[src/rtl/le_align_pkg.sv]
package le_align_pkg;
  localparam int unsigned BYTE_W = 8;
  typedef enum logic {PH_PRIME = 1'b0, PH_RUN = 1'b1} phase_e;
endpackage

[src/rtl/le_align_offset_reg.sv]
module le_align_offset_reg #(
  parameter int unsigned OFF_W = 2
) (
  input  logic             clk,
  input  logic             rst,
  input  logic             we,
  input  logic [OFF_W-1:0] wdata,
  output logic [OFF_W-1:0] off
);
  always_ff @(posedge clk) begin
    if (rst)     off <= '0;
    else if (we) off <= wdata;
  end

  // a write lands on the next cycle
  a_r7_offset_write: assert property (@(posedge clk) disable iff (rst)
    we |=> off == $past(wdata));
endmodule

[src/rtl/le_align_saved_reg.sv]
module le_align_saved_reg
  import le_align_pkg::*;
#(
  parameter int unsigned WORD_W = 32
) (
  input  logic              clk,
  input  logic              rst,
  input  logic              clr,
  input  logic              take,
  input  logic [WORD_W-1:0] word_in,
  output logic [WORD_W-1:0] saved,
  output phase_e            phase
);
  always_ff @(posedge clk) begin
    if (rst || clr) begin
      saved <= '0;
      phase <= PH_PRIME;
    end else if (take) begin
      saved <= word_in;
      phase <= PH_RUN;
    end
  end

  // each accepted word becomes the saved word
  a_r6_saved_capture: assert property (@(posedge clk) disable iff (rst)
    (take && !clr) |=> saved == $past(word_in));
  // clear returns to priming
  a_r8_clear_primes: assert property (@(posedge clk) disable iff (rst)
    clr |=> phase == PH_PRIME);
endmodule

[src/rtl/le_align_funnel.sv]
module le_align_funnel
  import le_align_pkg::*;
#(
  parameter int unsigned NBYTES = 4,
  localparam int unsigned WORD_W = NBYTES * BYTE_W,
  localparam int unsigned OFF_W  = $clog2(NBYTES)
) (
  input  logic [WORD_W-1:0] prev_word,
  input  logic [WORD_W-1:0] new_word,
  input  logic [OFF_W-1:0]  off,
  output logic [WORD_W-1:0] out_word
);
  logic [2*WORD_W-1:0] joined;
  assign joined = {new_word, prev_word};

  for (genvar lane = 0; lane < NBYTES; lane++) begin : g_lane
    logic [OFF_W:0] pick;
    assign pick = {1'b0, off} + (OFF_W+1)'(lane);
    assign out_word[lane*BYTE_W +: BYTE_W] = joined[pick*BYTE_W +: BYTE_W];
  end

  // offset zero passes the previous word through
  always_comb begin
    if (off == '0) a_r4_zero_offset: assert (out_word == prev_word);
  end
endmodule

[src/rtl/le_align_unit.sv]
module le_align_unit
  import le_align_pkg::*;
#(
  parameter int unsigned NBYTES = 4,
  localparam int unsigned WORD_W = NBYTES * BYTE_W,
  localparam int unsigned OFF_W  = $clog2(NBYTES)
) (
  input  logic              clk,
  input  logic              rst,
  input  logic              clr,
  input  logic              off_we,
  input  logic [OFF_W-1:0]  off_wdata,
  input  logic              src_valid,
  input  logic [WORD_W-1:0] src_word,
  output logic              res_valid,
  output logic [WORD_W-1:0] res_word,
  output logic              priming
);
  logic [OFF_W-1:0]  off;
  logic [WORD_W-1:0] saved;
  logic [WORD_W-1:0] aligned;
  phase_e            phase;
  logic              take;

  assign take    = src_valid && !clr;
  assign priming = (phase == PH_PRIME);

  le_align_offset_reg #(.OFF_W(OFF_W)) u_off (
    .clk(clk), .rst(rst), .we(off_we), .wdata(off_wdata), .off(off)
  );

  le_align_saved_reg #(.WORD_W(WORD_W)) u_saved (
    .clk(clk), .rst(rst), .clr(clr), .take(take), .word_in(src_word),
    .saved(saved), .phase(phase)
  );

  le_align_funnel #(.NBYTES(NBYTES)) u_funnel (
    .prev_word(saved), .new_word(src_word), .off(off), .out_word(aligned)
  );

  always_ff @(posedge clk) begin
    if (rst) begin
      res_valid <= 1'b0;
      res_word  <= '0;
    end else begin
      res_valid <= take && (phase == PH_RUN);
      if (take && (phase == PH_RUN)) res_word <= aligned;
    end
  end

  // a priming word yields no result
  a_r2_prime_silent: assert property (@(posedge clk) disable iff (rst)
    (src_valid && priming) |=> !res_valid);
  // a result only follows an accepted word
  a_r3_valid_source: assert property (@(posedge clk) disable iff (rst)
    res_valid |-> $past(src_valid && !clr));
  // clear suppresses the result
  a_r8_clear_no_result: assert property (@(posedge clk) disable iff (rst)
    clr |=> (!res_valid && priming));
  // idle cycles hold the result word
  a_r9_idle_hold: assert property (@(posedge clk) disable iff (rst)
    !src_valid |=> ($stable(res_word) && !res_valid));
endmodule

[config.mk]
export PLATFORM = sky130hd
export DESIGN_NAME = le_align_unit
export DESIGN_NICKNAME = d
export VERILOG_FILES = /design/src/rtl/le_align_pkg.sv /design/src/rtl/le_align_offset_reg.sv /design/src/rtl/le_align_saved_reg.sv /design/src/rtl/le_align_funnel.sv /design/src/rtl/le_align_unit.sv
export SDC_FILE = /design/constraint.sdc
export NUM_CORES = 1
export LEC_CHECK = 0
export CAP_MARGIN = 5
export CORE_MARGIN = 2
export CORE_UTILIZATION = 50
export DETAILED_ROUTE_END_ITERATION = 7
export DONT_BUFFER_PORTS = 1
export GPL_ROUTABILITY_DRIVEN = 0
export SLEW_MARGIN = 20
export SYNTH_ARGS = -nofsm -noshare
export SYNTH_HDL_FRONTEND = slang
export SYNTH_SLANG_ARGS = --single-unit
[constraint.sdc]
create_clock -name clk -period 3 [get_ports clk]
set_clock_uncertainty 0.15 [all_clocks]
set_input_delay 0.45 -clock clk [delete_from_list [all_inputs] [get_ports clk]]
set_output_delay 0.45 -clock clk [all_outputs]
set_load 0.03 [all_outputs]
---- Word level (Yosys, flattened, before mapping) ----
Cells that the tools add are included.
storage, ports and cells
  register bits ........................... 68
  bits of input ports ..................... 39
  output and inout port bits .............. 34
  word-level logic and storage cells ...... 17
operators by class
  $add $sub $neg .......................... 3
  shift-type cells ........................ 4
  bitwise logic cells ..................... 1
  reduce and logical (&&, ||, !) cells .... 4
operator list
  operator             count
  $shiftx 64x7->8      3
  $shiftx 64x6->8      1
  $add 2x2->3 const B  2
  $add 2x1->3 const B  1
  $logic_and 1x1->1    2
  $logic_not 1->1      1
  $logic_or 1x1->1     1
  $not 1->1            1

---- Depth between registers and ports, before layout ----
  depth after elaboration ................. 3
  mapped depth ............................ 5

---- Cells and area by module ----
Synthesis repeated with hierarchy kept, for this count alone.
second synthesis, totals
  cell total of the unflattened synthesis .. 298
  area total of the unflattened synthesis .. 3614.7 um^2
by module, submodules not included
  module               times used  cells an instance  area each (um^2)  sequential area each (um^2)
  le_align_unit        1           144                1507.7            660.6
  le_align_saved_reg   1           108                1214.9            660.6
  le_align_funnel      1           40                 824.5             0.0
  le_align_offset_reg  1           6                  67.6              40.0

---- Worst setup path before layout ----
No wires, ideal clock.
  path type ............................... register -> register
  start point ............................. reg u_off.off[1]
  end point ............................... reg res_word[10]
  library setup time ...................... 0.117 ns
  arrival time ............................ 1.279 ns
  data required time ...................... 2.733 ns
  path slack .............................. 1.453 ns
  cell stages (with the launch flop) ...... 6
  buffers on the path ..................... 3
  clock period less this slack ............ 1.547 ns
  cells stage by stage .................... dfxtp_1 > buf_6 > buf_6 > buf_2 > mux4_2 > a32o_1
between the ends
  word-level cells in the longest chain between the ends .. 2
RTL lines
  item                    line                       RTL
  from (decl)             le_align_offset_reg.sv:8   output logic [OFF_W-1:0] off
  from (signal assigned)  le_align_offset_reg.sv:12  else if (we) off <= wdata;
  $add 2x1->3             le_align_funnel.sv:18      assign pick = {1'b0, off} + (OFF_W+1)'(lane);
  $shiftx 64x7->8         le_align_funnel.sv:19      assign out_word[lane*BYTE_W +: BYTE_W] = joined[pick*BYTE_W +: BYTE_W];
  to (signal assigned)    le_align_unit.sv:47        if (take && (phase == PH_RUN)) res_word <= aligned;
  to (decl)               le_align_unit.sv:16        output logic [WORD_W-1:0] res_word,
Every way passes these cells.
A chain may end at the register's enable or synchronous reset.

---- Worst setup path after layout ----
  start point ............................. reg u_off.off[0]
  end point ............................... reg res_word[0]
between the ends
  word-level cells in the longest chain between the ends .. 1
RTL lines
  item             line
  $shiftx 64x6->8  le_align_funnel.sv:19
Every way passes these cells.

==> results.tsv <==
metric	value	unit
outcome	finished, final reports clean	
rsz0062_at_grt	no	
clock_latency	0.33	ns
cp_max_fo	17	
cp_data_arrival_time	2.01	ns
power_density	564.3	nW/um^2
path_cells	buf_12 -> mux4_1 -> a32o_1	
drc	0	
internal_power	1.453	mW
regToRegSetupSlack	1.05	ns
hold_violations	0	
cp_slowest_cell	dfxtp_2	
ys_warn_count	0	
post-place-ws	1.033	ns
layout.cells.most_common_list	dfxtp_1, nor2_1, mux2i_1	
finish.utilization	55.02	%
critPathRequiredTime	3.06	ns
layout-drive-gt1-share	22.12	%
gr-total-overflow	0	
grt_pass1_wl	9963	um
diodes	0	
r2r-start	u_off.off[0]	
grt_pass1_vias	1988	
ir_drop	0.0003421	V
initial_core_util	51.93	%
setup_viol_count_final	0	
post_dp_cell_area	3074	um^2
crit_path_end_kind	register	
power_leakage	1.217	nW
netlist_instances	233	
port_buffers	0	
max_freq	0.5133	GHz
p_sw_share	21.41	%
cts_setup_buffers	0	
ys_seq_area_share	44.01	%
worstSetupPathDepth	3	
fin_setup_tns	0	ns
startpoint_type	register	
critical_path_class	register to register	
setup_ws	1.052	ns
pwr-share-seq	51.7	%
grt_max_degree	36	
maxSlewHeadroom	30.42	%
dieArea	6831	um^2
yosysUniqueCellTypes	14	
clockRootBuffer	clkbuf_8	
cts_buffer_depth	2	
register_area	1364	um^2
yosys_register_bits	68	
timing.final.max_slew_violations	0	
r2r_cells	3	
rows	28	
critPathTopFamily	flip-flops	
clockPowerShare	41.2	%
htreeDepth	3	
design_area	3277	um^2
multi_input_area	1567	um^2
nets	261	
tightest_slew	1.042	ns
ant_nets	0	
max-cap-violations	0	
pwr-share-comb	7.1	%
clkTransAtPathRegs	0.07	ns
hp-class	primary input to register	
antenna_found_initial	0	
avgRoutedWirePerCell	21.30	um
area_growth	5.947	%
core_area	5956	um^2
cp_slowest_stage_delay	0.67	ns
syn_nets	272	
crit_end	res_word[0]	
clock-sinks	68	
dp_hpwl	4276	um
r2r-end	res_word[0]	
track_usage	19.79	%
drt_wl_total	6410	um
drt_iter0_drc	113	
drt_first_pass_iters	4	
synth.avg_cell_area	13.27	um^2
fin_crit	1.948	ns
die_x	82.65	um
cp-startpoint	u_off.off[0]	
dieHeight	82.65	um
final_common_cell	dfxtp_1	
power.net_switching	395.8	uW
hold_buffers	0	
cp_num_buf_inv	1	
fillers	509	
vias	1970	
syn_area	3093	um^2
min_period_over_period	64.94	%
cts_inserted_buffers	9	
viasPerCell	6.545	
cts_resized	0	
cts_tree	done	
ioPinCount	73	
## logic make-up (layout without fill, tap and decap cells)
kind of cell,count (synthesis),count (layout),synth area share [%]
compound gates,32,32,10.36
buf+inv,28,21,5.825
flops,68,68,44.01
mux,66,66,34.67
simple gates,39,39,5.138
## synth_stat cells, drive strengths merged
library cell	number	area (um^2)
a32o	32	320.3
buf	16	135.1
clkbuf	10	37.54
dfxtp	68	1361
inv	2	7.510
mux2i	34	340.3
mux4	32	732.0
nand3b	1	7.510
nor2	36	135.1
nor4bb	1	10.01
or2	1	6.260
## worst min-delay path by stage
stage                           startpoint          endpoint  slack (ns)  depth (start not counted)
after global placement    u_saved.saved[0]  u_saved.saved[0]        0.32                          2
after floorplan           u_saved.saved[0]  u_saved.saved[0]        0.30                          2
after CTS                              rst      u_off.off[1]        0.01                          1
after detailed placement  u_saved.saved[6]  u_saved.saved[6]        0.33                          2
after global routing                   rst      u_off.off[1]       0.008                          1
final                                  rst      u_off.off[1]        0.03                          1
## registers in the layout (all words and copies together) (netlist names)
name,flops
u_off.off,2
res_word,32
res_valid,1
u_saved.phase,1
u_saved.saved,32
## layer usage
layer	track usage, %	vias up	routed length, um
met5	0	-	0
met2	35.00	60	3449
met3	6.522	4	429
met4	7.377	0	42
li1	-	889	-
met1	22.11	1017	2488
## power groups by stage
stage | registers (mW) | logic (mW) | clock network [mW]
2_1_floorplan | 0.957 | 0.149 | 0
3_3_place_gp | 0.975 | 0.128 | 0
3_5_place_dp | 0.977 | 0.132 | 0
4_1_cts | 0.957 | 0.132 | 0.778
5_1_grt | 0.961 | 0.141 | 0.828
6_report | 0.957 | 0.131 | 0.762
## final cells by class
class	count	share of cell area, %
clock inverters	1	0.9164
well taps	75	2.864
inverters	2	0.2291
repair buffers	4	1.298
clock buffers	14	5.269
multi-input cells	137	47.80
flip-flops and latches	68	41.62
## metrics by stage
step | hold slack, ns | cells | power, mW
floorplan | 0.3023 | 233 | 1.106
global placement | 0.3202 | 286 | 1.103
detailed placement | 0.3337 | 286 | 1.109
CTS | 0.01295 | 301 | 1.867
global route | 0.007713 | 301 | 1.929
finish | 0.02879 | 301 | 1.849
Note: power is estimated with default switching activity, not from simulation.
